<file path="src/rtl/flag_alu_pkg.sv">
package flag_alu_pkg;

  localparam int unsigned OP_W = 5;
  localparam int unsigned FL_W = 4;
  localparam int unsigned FB_N = 3;
  localparam int unsigned FB_V = 2;
  localparam int unsigned FB_Z = 1;
  localparam int unsigned FB_C = 0;

  typedef enum logic [OP_W-1:0] {
    OP_ADD    = 5'd0,
    OP_SUB    = 5'd1,
    OP_AND    = 5'd2,
    OP_OR     = 5'd3,
    OP_XOR    = 5'd4,
    OP_SHL    = 5'd5,
    OP_SHR    = 5'd6,
    OP_ROL    = 5'd7,
    OP_ROR    = 5'd8,
    OP_CMP    = 5'd9,
    OP_TST    = 5'd10,
    OP_INC    = 5'd11,
    OP_DEC    = 5'd12,
    OP_DECCMP = 5'd13,
    OP_INCSUB = 5'd14,
    OP_SHLOR  = 5'd15,
    OP_ROLAND = 5'd16,
    OP_SHRXOR = 5'd17,
    OP_RORADD = 5'd18,
    OP_LDBOTH = 5'd19,
    OP_STAND  = 5'd20
  } alu_op_e;

  typedef enum logic [1:0] {TS_MEM, TS_SHIFT, TS_INC, TS_DEC} tsrc_e;
  typedef enum logic [1:0] {BL_AND, BL_OR, BL_XOR} bool_e;
  typedef enum logic [1:0] {CI_FLAG, CI_ONE, CI_SHIFT} cin_e;
  typedef enum logic [1:0] {RS_ACC, RS_SUM, RS_BOOL, RS_TMP} rsel_e;
  typedef enum logic [1:0] {FS_RES, FS_SUM, FS_TST} fsel_e;

  typedef struct packed {
    tsrc_e           tsrc;
    logic            sh_right;
    logic            sh_rot;
    bool_e           bsel;
    logic            add_inv;
    cin_e            cin;
    rsel_e           rsel;
    fsel_e           fsel;
    logic            c_shift;
    logic            wb_and;
    logic [FL_W-1:0] we;
  } ctrl_t;

  localparam logic [FL_W-1:0] WE_NZ   = 4'b1010;
  localparam logic [FL_W-1:0] WE_NZC  = 4'b1011;
  localparam logic [FL_W-1:0] WE_NVZ  = 4'b1110;
  localparam logic [FL_W-1:0] WE_ALL  = 4'b1111;
  localparam logic [FL_W-1:0] WE_NONE = 4'b0000;

endpackage

</file>
<file path="src/rtl/flag_alu_decode.sv">
module flag_alu_decode
  import flag_alu_pkg::*;
(
  input  logic [OP_W-1:0] op_i,
  output ctrl_t           ctl_o
);

  always_comb begin
    ctl_o          = '0;
    ctl_o.tsrc     = TS_MEM;
    ctl_o.bsel     = BL_AND;
    ctl_o.cin      = CI_FLAG;
    ctl_o.rsel     = RS_ACC;
    ctl_o.fsel     = FS_RES;
    ctl_o.we       = WE_NONE;
    case (op_i)
      OP_ADD: begin
        ctl_o.rsel = RS_SUM; ctl_o.we = WE_ALL;
      end
      OP_SUB: begin
        ctl_o.add_inv = 1'b1; ctl_o.rsel = RS_SUM; ctl_o.we = WE_ALL;
      end
      OP_AND: begin
        ctl_o.bsel = BL_AND; ctl_o.rsel = RS_BOOL; ctl_o.we = WE_NZ;
      end
      OP_OR: begin
        ctl_o.bsel = BL_OR; ctl_o.rsel = RS_BOOL; ctl_o.we = WE_NZ;
      end
      OP_XOR: begin
        ctl_o.bsel = BL_XOR; ctl_o.rsel = RS_BOOL; ctl_o.we = WE_NZ;
      end
      OP_SHL: begin
        ctl_o.tsrc = TS_SHIFT; ctl_o.rsel = RS_TMP;
        ctl_o.c_shift = 1'b1; ctl_o.we = WE_NZC;
      end
      OP_SHR: begin
        ctl_o.tsrc = TS_SHIFT; ctl_o.sh_right = 1'b1; ctl_o.rsel = RS_TMP;
        ctl_o.c_shift = 1'b1; ctl_o.we = WE_NZC;
      end
      OP_ROL: begin
        ctl_o.tsrc = TS_SHIFT; ctl_o.sh_rot = 1'b1; ctl_o.rsel = RS_TMP;
        ctl_o.c_shift = 1'b1; ctl_o.we = WE_NZC;
      end
      OP_ROR: begin
        ctl_o.tsrc = TS_SHIFT; ctl_o.sh_right = 1'b1; ctl_o.sh_rot = 1'b1;
        ctl_o.rsel = RS_TMP; ctl_o.c_shift = 1'b1; ctl_o.we = WE_NZC;
      end
      OP_CMP: begin
        ctl_o.add_inv = 1'b1; ctl_o.cin = CI_ONE; ctl_o.fsel = FS_SUM;
        ctl_o.we = WE_NZC;
      end
      OP_TST: begin
        ctl_o.bsel = BL_AND; ctl_o.fsel = FS_TST; ctl_o.we = WE_NVZ;
      end
      OP_INC: begin
        ctl_o.tsrc = TS_INC; ctl_o.rsel = RS_TMP; ctl_o.we = WE_NZ;
      end
      OP_DEC: begin
        ctl_o.tsrc = TS_DEC; ctl_o.rsel = RS_TMP; ctl_o.we = WE_NZ;
      end
      OP_DECCMP: begin
        ctl_o.tsrc = TS_DEC; ctl_o.add_inv = 1'b1; ctl_o.cin = CI_ONE;
        ctl_o.fsel = FS_SUM; ctl_o.we = WE_NZC;
      end
      OP_INCSUB: begin
        ctl_o.tsrc = TS_INC; ctl_o.add_inv = 1'b1; ctl_o.rsel = RS_SUM;
        ctl_o.we = WE_ALL;
      end
      OP_SHLOR: begin
        ctl_o.tsrc = TS_SHIFT; ctl_o.bsel = BL_OR; ctl_o.rsel = RS_BOOL;
        ctl_o.c_shift = 1'b1; ctl_o.we = WE_NZC;
      end
      OP_ROLAND: begin
        ctl_o.tsrc = TS_SHIFT; ctl_o.sh_rot = 1'b1; ctl_o.bsel = BL_AND;
        ctl_o.rsel = RS_BOOL; ctl_o.c_shift = 1'b1; ctl_o.we = WE_NZC;
      end
      OP_SHRXOR: begin
        ctl_o.tsrc = TS_SHIFT; ctl_o.sh_right = 1'b1; ctl_o.bsel = BL_XOR;
        ctl_o.rsel = RS_BOOL; ctl_o.c_shift = 1'b1; ctl_o.we = WE_NZC;
      end
      OP_RORADD: begin
        ctl_o.tsrc = TS_SHIFT; ctl_o.sh_right = 1'b1; ctl_o.sh_rot = 1'b1;
        ctl_o.cin = CI_SHIFT; ctl_o.rsel = RS_SUM; ctl_o.we = WE_ALL;
      end
      OP_LDBOTH: begin
        ctl_o.rsel = RS_TMP; ctl_o.we = WE_NZ;
      end
      OP_STAND: begin
        ctl_o.wb_and = 1'b1;
      end
      default: ;
    endcase
  end

endmodule

</file>
<file path="src/rtl/flag_alu_adder.sv">
module flag_alu_adder #(
  parameter int W = 8
) (
  input  logic [W-1:0] a_i,
  input  logic [W-1:0] b_i,
  input  logic         cin_i,
  output logic [W-1:0] sum_o,
  output logic         cout_o,
  output logic         ovf_o
);

  function automatic logic [W:0] wide_sum(input logic [W-1:0] a,
                                          input logic [W-1:0] b,
                                          input logic c);
    return {1'b0, a} + {1'b0, b} + {{W{1'b0}}, c};
  endfunction

  function automatic logic sign_ovf(input logic as, input logic bs,
                                    input logic rs);
    return (as == bs) && (rs != as);
  endfunction

  logic [W:0] full;

  always_comb begin
    full   = wide_sum(a_i, b_i, cin_i);
    sum_o  = full[W-1:0];
    cout_o = full[W];
    ovf_o  = sign_ovf(a_i[W-1], b_i[W-1], full[W-1]);
  end

endmodule

</file>
<file path="src/rtl/flag_alu_shift.sv">
module flag_alu_shift #(
  parameter int W = 8
) (
  input  logic         right_i,
  input  logic         rot_i,
  input  logic [W-1:0] din_i,
  input  logic         cin_i,
  output logic [W-1:0] dout_o,
  output logic         cout_o
);

  logic fill;

  always_comb begin
    fill = rot_i & cin_i;
    if (right_i) begin
      dout_o = {fill, din_i[W-1:1]};
      cout_o = din_i[0];
    end else begin
      dout_o = {din_i[W-2:0], fill};
      cout_o = din_i[W-1];
    end
  end

endmodule

</file>
<file path="src/rtl/flag_alu_bool.sv">
module flag_alu_bool
  import flag_alu_pkg::*;
#(
  parameter int W = 8
) (
  input  bool_e        sel_i,
  input  logic [W-1:0] a_i,
  input  logic [W-1:0] b_i,
  output logic [W-1:0] y_o
);

  always_comb begin
    case (sel_i)
      BL_OR:   y_o = a_i | b_i;
      BL_XOR:  y_o = a_i ^ b_i;
      default: y_o = a_i & b_i;
    endcase
  end

endmodule

</file>
<file path="src/rtl/flag_alu.sv">
module flag_alu
  import flag_alu_pkg::*;
#(
  parameter int W = 8
) (
  input  logic [OP_W-1:0] op_i,
  input  logic [W-1:0]    a_i,
  input  logic [W-1:0]    x_i,
  input  logic [W-1:0]    m_i,
  input  logic [FL_W-1:0] flag_i,
  output logic [W-1:0]    res_o,
  output logic [W-1:0]    wb_o,
  output logic [FL_W-1:0] flag_o,
  output logic [FL_W-1:0] we_o
);

  localparam logic [W-1:0] UNIT = {{(W-1){1'b0}}, 1'b1};
  localparam logic [W-1:0] ZERO = '0;

  function automatic logic [W-1:0] step_val(input logic [W-1:0] v,
                                            input logic down);
    return down ? (v - UNIT) : (v + UNIT);
  endfunction

  ctrl_t          ctl;
  logic [W-1:0]   sh_val;
  logic           sh_cout;
  logic [W-1:0]   t_val;
  logic [W-1:0]   add_b;
  logic           add_cin;
  logic [W-1:0]   sum_val;
  logic           add_cout;
  logic           add_ovf;
  logic [W-1:0]   bool_val;
  logic [FL_W-1:0] calc;

  flag_alu_decode u_dec (
    .op_i  (op_i),
    .ctl_o (ctl)
  );

  flag_alu_shift #(.W(W)) u_sh (
    .right_i (ctl.sh_right),
    .rot_i   (ctl.sh_rot),
    .din_i   (m_i),
    .cin_i   (flag_i[FB_C]),
    .dout_o  (sh_val),
    .cout_o  (sh_cout)
  );

  always_comb begin
    case (ctl.tsrc)
      TS_SHIFT: t_val = sh_val;
      TS_INC:   t_val = step_val(m_i, 1'b0);
      TS_DEC:   t_val = step_val(m_i, 1'b1);
      default:  t_val = m_i;
    endcase
    add_b = ctl.add_inv ? ~t_val : t_val;
    case (ctl.cin)
      CI_ONE:   add_cin = 1'b1;
      CI_SHIFT: add_cin = sh_cout;
      default:  add_cin = flag_i[FB_C];
    endcase
  end

  flag_alu_adder #(.W(W)) u_add (
    .a_i    (a_i),
    .b_i    (add_b),
    .cin_i  (add_cin),
    .sum_o  (sum_val),
    .cout_o (add_cout),
    .ovf_o  (add_ovf)
  );

  flag_alu_bool #(.W(W)) u_bool (
    .sel_i (ctl.bsel),
    .a_i   (a_i),
    .b_i   (t_val),
    .y_o   (bool_val)
  );

  always_comb begin
    case (ctl.rsel)
      RS_SUM:  res_o = sum_val;
      RS_BOOL: res_o = bool_val;
      RS_TMP:  res_o = t_val;
      default: res_o = a_i;
    endcase
    wb_o = ctl.wb_and ? (a_i & x_i) : t_val;
  end

  always_comb begin
    case (ctl.fsel)
      FS_SUM: begin
        calc[FB_N] = sum_val[W-1];
        calc[FB_Z] = (sum_val == ZERO);
        calc[FB_V] = add_ovf;
      end
      FS_TST: begin
        calc[FB_N] = m_i[W-1];
        calc[FB_Z] = (bool_val == ZERO);
        calc[FB_V] = m_i[W-2];
      end
      default: begin
        calc[FB_N] = res_o[W-1];
        calc[FB_Z] = (res_o == ZERO);
        calc[FB_V] = add_ovf;
      end
    endcase
    calc[FB_C] = ctl.c_shift ? sh_cout : add_cout;
    we_o   = ctl.we;
    flag_o = (calc & ctl.we) | (flag_i & ~ctl.we);
  end

endmodule

</file>
<file path="config.mk">
export PLATFORM = sky130hd
export DESIGN_NAME = flag_alu
export DESIGN_NICKNAME = d
export VERILOG_FILES = /design/src/rtl/flag_alu_pkg.sv /design/src/rtl/flag_alu_decode.sv /design/src/rtl/flag_alu_adder.sv /design/src/rtl/flag_alu_shift.sv /design/src/rtl/flag_alu_bool.sv /design/src/rtl/flag_alu.sv
export SDC_FILE = /design/constraint.sdc
export NUM_CORES = 1
export LEC_CHECK = 0
export CAP_MARGIN = 10
export CORE_ASPECT_RATIO = 0.8
export CORE_UTILIZATION = 51
export DETAILED_ROUTE_END_ITERATION = 7
export DONT_BUFFER_PORTS = 1
export GPL_ROUTABILITY_DRIVEN = 1
export PLACE_DENSITY = 0.66
export SYNTH_ARGS = -nofsm -noshare
export SYNTH_HDL_FRONTEND = slang
export SYNTH_HIERARCHICAL = 1
export SYNTH_SLANG_ARGS = --single-unit
</file>
<file path="constraint.sdc">
create_clock -name vclk -period 16.1
set_input_delay 3.22 -clock vclk [all_inputs]
set_output_delay 3.22 -clock vclk [all_outputs]
set_load 0.05 [all_outputs]
</file>
==> results of run 1 <==
## area by class of cell
type               instances  area, sq um
fillers                  522         2370
inverters                 40          150
multi-input cells        330         2530
well taps                 62         77.6
repair buffers             7         52.6
## worst max-delay path by stage
stage               startpoint        end  slack (ns)  cells after the start
detailed placement     op_i[1]  flag_o[1]        4.18                     23
floorplan              op_i[1]  flag_o[1]        4.88                     19
global placement       op_i[1]  flag_o[1]        4.22                     23
CTS                    op_i[1]  flag_o[1]        4.17                     23
global route           op_i[1]  flag_o[1]        3.79                     23
finish                 op_i[1]  flag_o[1]        4.14                     23
## layer usage
layer	routed length, microns	global-route usage
met4	28	0.0167
met3	687	0.0571
met1	3880	0.383
met2	3350	0.420
met5	0	0
## power by group through the flow
stage	logic, uW	registers, uW	clock network [uW]
after global placement	149	0	0
after floorplan	132	0	0
after CTS	150	0	0
after detailed placement	150	0	0
after global routing	163	0	0
final	152	0	0
## layout by cell type (no fill, tap or decap), types with 8 or more instances in the layout
| cell type | netlist | routed |
|---|---|---|
| xnor2_1 | 10 | 10 |
| nor2_1 | 18 | 18 |
| a21oi_1 | 19 | 19 |
| o21ai_1 | 5 | 12 |
| nand2b_1 | 20 | 20 |
| a31oi_1 | 10 | 10 |
| xor2_1 | 8 | 8 |
| nor2b_1 | 15 | 15 |
| ha_1 | 32 | 32 |
| o21ai_0 | 19 | 12 |
| inv_1 | 37 | 37 |
| nand3_1 | 14 | 14 |
| nand2_1 | 36 | 36 |
## logic make-up (layout without fill, tap and decap cells)
family                   after synthesis  count (layout)  share of synthesized area
AO/OA/AOI/OAI                        109             109                      0.263
XOR/XNOR                              18              18                     0.0556
adder cells (fa/ha/maj)               34              34                      0.155
buffers and inverters                 68              47                      0.116
multiplexers                          22              22                      0.122
AND/OR/NAND/NOR                      147             147                      0.288
## through the flow
stage	power, uW	instance area (sq um)
after detailed placement	150	2810
final	152	2810
after global placement	149	2810
after floorplan	132	2840
after CTS	150	2810
after global routing	163	2810
## critical path, delay by kind of cell
kind / cells / cell delay, ns
AOI/OAI and AO/OA: 8 / 1.94
adders and majority gates: 2 / 0.58
buffers and inverters: 4 / 0.72
muxes: 1 / 0.29
and+or+nand+nor: 8 / 1.96
==> results.tsv, run 1 <==
metric	value	unit
vias	2878	
yosysSeqAreaShare	0	
slew_headroom	0.205	
hp-class	primary input to primary output	
synthTopCellsByCount	inv_1 (37), nand2_1 (36), ha_1 (32), nand2b_1 (20)	
rows	23	
rsz0062_at_grt	no	
regArea	0	sq um
avgSynthCellArea	7.12	sq um
hold_start	flag_i[0]	
ys_warn_count	6	
cp_slowest_stage_delay	0.78	ns
hold_buffers	0	
synth_area_leaders	ha_1 (14%), mux4_2 (5.6%), inv_1 (4.9%)	
antenna_found_initial	0	
grt_use_total	0.264	
power_frac_comb	1.000	
postSynthNetCount	465	
grt_max_degree	31	
p_switching	100	uW
postCtsSetupBuffers	0	
postCtsResizedCells	0	
p_leak	0.00112	uW
seq_cells	0	
final-setup-viol-count	0	
period_share	0.743	
fin_setup_tns	0	ns
die_area	5860	sq um
overflow	0	
critPathMostFrequentCell	nand2_1	
cpMaxStageDelayCell	o21ai_1	
grt_pass1_wl	12.4	mm
initial_core_util	0.547	
syn_inst	398	
die_h	68.7	microns
internal_power	51.6	uW
worstSetupPathType	primary input to primary output	
hold_viol_final	0	
pre_cts_slack	4.18	ns
layout-drive-gt1-share	0.111	
required	12.88	ns
wl_per_cell	18.1	microns
p_sw_frac	0.660	
peakVddDrop	0.0452	mV
holdPathEnd	flag_o[0]	
ys_types	75	
diodes	0	
synth_top_area_share	0.141	
pwr-share-seq	0	
grt_pass1_vias	2427	
fmax	83.6	MHz
synth_area_leader_cell	ha_1	
whs	6.73	ns
start_kind	primary input	
hold_depth	2	
die_w	85.4	microns
ant_nets	0	
via_per_inst	6.56	
drc	0	
crit_arrival	8.74	ns
hpwl	6.12	mm
portBuffers	0	
slew_viol_final	0	
core	5180	sq um
cap_violations	0	
power.density	54.0	nW/um^2
status	completed	
dr.first_iter.drc_count	225	
fin_ws	4.14	ns
nClkBuffers	0	
crit_fanout	30	
fin_util	0.542	
clkPwrFrac	0	
endpoint_kind	primary output	
dp.cells	439	
synth_area	2840	sq um
timing.critical_path.cells	nand2b_1, o21a_1, o22ai_2, buf_4, nand2_1, inv_2, ha_1, o2111a_1, o21bai_1, or4_1, and3_1, nor4b_2, inv_1, inv_1, ha_1, nand2_1, a31oi_1, mux2_2, o22ai_1, nand2_1, o41ai_1, nand4bb_1, o21ai_1	
drtPass1Iterations	5	
worst_slew_pin_slew	1.19	ns
area_growth	-0.971	%
stdcell_count	439	
yosysMostFrequentCell	inv_1	
min_period	11.96	ns
layout.nets	446	
routed_wl	7.95	mm
io_pins	57	
gp_congestion	0.881	
Power figures use the tool's default switching activity.
==> run 2, diff against run 1 <==
- PLACE_DENSITY: 0.66 -> 0.69
- clock period: 16.1 -> 10.02 ns (I/O delays scaled with it)
==> results.tsv, run 2 (synthesis results as in run 1) <==
metric	value	unit	change
grt_use_total	0.265		was 0.264
hp-class	primary input to primary output		unchanged
period_share	0.910		
io_pins	57		unchanged
fmax	110	MHz	
hpwl	6.16	mm	was 6.12 mm
grt_max_degree	31		unchanged
slew_headroom	0.230		was 0.205
ant_nets	0		unchanged
nClkBuffers	0		unchanged
rsz0062_at_grt	no		unchanged
start_kind	primary input		unchanged
core	5180	sq um	unchanged
via_per_inst	6.46		was 6.56
wl_per_cell	17.6	microns	was 18.1 microns
overflow	0		unchanged
area_growth	0.971	%	was -0.971%
required	8.02	ns	was 12.88 ns
min_period	9.12	ns	
seq_cells	0		unchanged
drc	0		unchanged
antenna_found_initial	0		unchanged
fin_ws	0.904	ns	was 4.14 ns
routed_wl	7.86	mm	was 7.95 mm
crit_arrival	7.11	ns	was 8.74 ns
dr.first_iter.drc_count	243		was 225
grt_pass1_vias	2480		was 2427
cap_violations	0		unchanged
endpoint_kind	primary output		unchanged
grt_pass1_wl	12.4	mm	about the same
initial_core_util	0.547		unchanged
layout_common_cells	inv_1 (37), nand2_1 (36), ha_1 (32)		unchanged
drtPass1Iterations	5		unchanged
postCtsResizedCells	0		unchanged
gp_congestion	0.948		was 0.881
slew_viol_final	0		unchanged
stdcell_area	2860	sq um	was 2810 sq um
worstSetupPathType	primary input to primary output		unchanged
layout.nets	453		was 446
hold_buffers	0		unchanged
final-setup-viol-count	0		unchanged
status	completed		unchanged
vias	2887		was 2878
hold_viol_final	0		unchanged
portBuffers	0		unchanged
regArea	0	sq um	unchanged
postCtsSetupBuffers	0		unchanged
mostFrequentLayoutCell	inv_1		unchanged
die_h	68.7	microns	unchanged
worst_slew_pin_slew	1.15	ns	was 1.19 ns
pre_cts_slack	0.972	ns	was 4.18 ns
fin_setup_tns	0	ns	unchanged
placed_area	2860	sq um	was 2810 sq um
layout-drive-gt1-share	0.128		was 0.111
crit_fanout	30		unchanged
die_w	85.4	microns	unchanged
die_area	5860	sq um	unchanged
rows	23		unchanged
==> run 2: worst max-delay path, cell delays in order <==
cell	delay, ns
nand2b_1	0.17
o21a_1	0.19
o22ai_2	0.10
buf_4	0.32
nand2_1	0.21
inv_2	0.20
ha_1	0.37
o2111a_1	0.20
o21bai_1	0.18
or4_1	0.50
and3_1	0.21
nor4b_2	0.58
inv_1	0.13
inv_1	0.08
ha_1	0.22
nand2_1	0.06
a31oi_1	0.11
mux2_2	0.28
o22ai_1	0.18
nand2_1	0.08
o41ai_1	0.14
nand4bb_1	0.20
o21ai_1	0.16
buf_4	0.21
==> run 2: path summary, 6_finish.rpt <==
path / depth (start not counted) / endpoint / start / slack (ns)
max: 24 / flag_o[1] / op_i[1] / 0.90
min: 2 / we_o[2] / op_i[4] / 4.25
==> run 2: through the flow <==
step                utilization  instances  hold WS [ns]
finish                    0.553        447          4.25
global placement          0.552        446          4.25
CTS                       0.552        446          4.25
floorplan                     -        398          4.28
detailed placement        0.552        446          4.25
global route              0.552        446          4.27
==> run 2: final cells by class <==
class | count | area [sq um]
multi-input combinational | 330 | 2530
timing repair buffer | 14 | 105
inverter | 40 | 150
fill | 528 | 2320
tap | 62 | 77.6
antenna | 1 | 2.50
==> run 2: per-layer routing <==
layer / up-vias / GRT usage / wire (microns)
met5: - / 0 / 0
li1: 1414 / - / -
met3: 2 / 0.0488 / 763
met4: 0 / 0.0250 / 21
met1: 1354 / 0.370 / 3580
met2: 117 / 0.445 / 3500
==> run 3, diff against run 2 <==
- PLACE_DENSITY: 0.69 -> 0.66
- clock period: 10.02 -> 11 ns (I/O delays scaled with it)
==> results.tsv, run 3 (synthesis results as in run 1) <==
metric	value	unit	change
hold_depth	2		unchanged
final-setup-viol-count	0		unchanged
regArea	0	sq um	unchanged
hold_viol_final	0		unchanged
postCtsSetupBuffers	0		unchanged
peakVddDrop	0.0666	mV	
worstSetupPathType	primary input to primary output		unchanged
area_growth	-0.706	%	was 0.971%
holdPathEnd	flag_o[0]		was we_o[2]
hp-class	primary input to primary output		unchanged
drc	0		unchanged
die_h	68.7	microns	unchanged
overflow	0		unchanged
slew_viol_final	0		unchanged
pwr-share-seq	0		
cp-startpoint	op_i[1]		unchanged
grt_use_total	0.270		was 0.265
die_area	5860	sq um	unchanged
start_kind	primary input		unchanged
portBuffers	0		unchanged
hold_start	flag_i[0]		was op_i[4]
rows	23		unchanged
power_frac_comb	1.000		
vias	2937		was 2887
layout_common_cells	inv_1 (37), nand2_1 (36), ha_1 (32)		unchanged
initial_core_util	0.547		unchanged
layout.nets	447		was 453
postCtsResizedCells	0		unchanged
wl_per_cell	18.4	microns	was 17.6 microns
hpwl	6.32	mm	was 6.16 mm
grt_max_degree	30		was 31
diodes	0		was 1
internal_power	76.5	uW	
pre_cts_slack	1.27	ns	was 0.972 ns
drtPass1Iterations	4		was 5
grt_pass1_wl	12.5	mm	was 12.4 mm
clkPwrFrac	0		
fin_util	0.543		was 0.553
nClkBuffers	0		unchanged
fmax	102	MHz	
endpoint_kind	primary output		unchanged
hold_buffers	0		unchanged
whs	4.68	ns	was 4.25 ns
antenna_found_initial	0		unchanged
p_sw_frac	0.660		
status	completed		unchanged
rsz0062_at_grt	no		unchanged
seq_cells	0		unchanged
p_leak	0.00112	uW	
crit_arrival	7.59	ns	was 7.11 ns
power.density	79.9	nW/um^2	
slew_headroom	0.192		was 0.230
fin_ws	1.21	ns	was 0.904 ns
core	5180	sq um	unchanged
ant_nets	0		unchanged
io_pins	57		unchanged
cap_violations	0		unchanged
crit_fanout	27		was 30
p_switching	149	uW	
period_share	0.890		
mostFrequentLayoutCell	inv_1		unchanged
routed_wl	8.10	mm	was 7.86 mm
die_w	85.4	microns	unchanged
min_period	9.79	ns	
grt_pass1_vias	2547		was 2480
worst_slew_pin_slew	1.21	ns	was 1.15 ns
layout-drive-gt1-share	0.114		was 0.128
dr.first_iter.drc_count	259		was 243
n_fill_cell	515		was 528
required	8.80	ns	was 8.02 ns
via_per_inst	6.68		was 6.46
fin_setup_tns	0	ns	unchanged
gp_congestion	0.880		was 0.948
total_power	225	uW	
-- run 3: changes by cell type in the layout (fill, tap and decap cells not counted) --
cell / delta
buf_4: -6
diode_2: -1
-- run 3: worst max path at each step --
stage | end | slack [ns] | cells past startpoint
final | flag_o[1] | 1.21 | 23
after global routing | flag_o[1] | 0.88 | 23
after CTS | flag_o[1] | 1.25 | 23
after detailed placement | flag_o[1] | 1.27 | 23
after global placement | flag_o[1] | 1.36 | 23
after floorplan | flag_o[1] | 1.82 | 19
-- run 3: worst max-delay path: stages --
cell,delay [ns]
nand2_1,0.07
xor2_1,0.16
nor3_2,0.11
buf_4,0.30
nand2_1,0.21
inv_2,0.20
ha_1,0.36
o2111a_1,0.22
o21bai_1,0.20
or4_1,0.50
and3_1,0.21
nor4b_2,0.51
inv_1,0.12
inv_1,0.09
ha_1,0.22
nand2_1,0.06
a31oi_1,0.13
mux2_2,0.29
o22ai_1,0.16
nand2_1,0.07
o41ai_1,0.14
nand4bb_1,0.24
o21ai_1,0.79
-- run 3: cell type report --
class                           instances  area, sq um  area share
Tap cell                               62         77.6      0.0276
Timing Repair Buffer                    8         60.1      0.0213
Inverter                               40          150      0.0533
Multi-Input combinational cell        330         2530       0.898
-- run 3: power by group through the flow --
stage	registers [uW]	clock network (uW)	logic, uW
after detailed placement	0	0	222
after CTS	0	0	222
after global routing	0	0	242
final	0	0	225
after global placement	0	0	218
after floorplan	0	0	193
-- run 3: routing by layer --
metal,vias up,wire length [microns],GRT usage,part of all wire
met2,145,3550,0.468,0.44
met3,4,803,0.0417,0.099
met4,0,43,0.0167,0.0053
met5,-,0,0,0
li1,1410,-,-,-
met1,1378,3700,0.375,0.46
-- run 3: per-stage QoR --
step / std cells / cell area [sq um]
5_1_grt: 440 / 2820
3_5_place_dp: 440 / 2820
4_1_cts: 440 / 2820
6_report: 440 / 2820
2_1_floorplan: 398 / 2840
3_3_place_gp: 440 / 2820
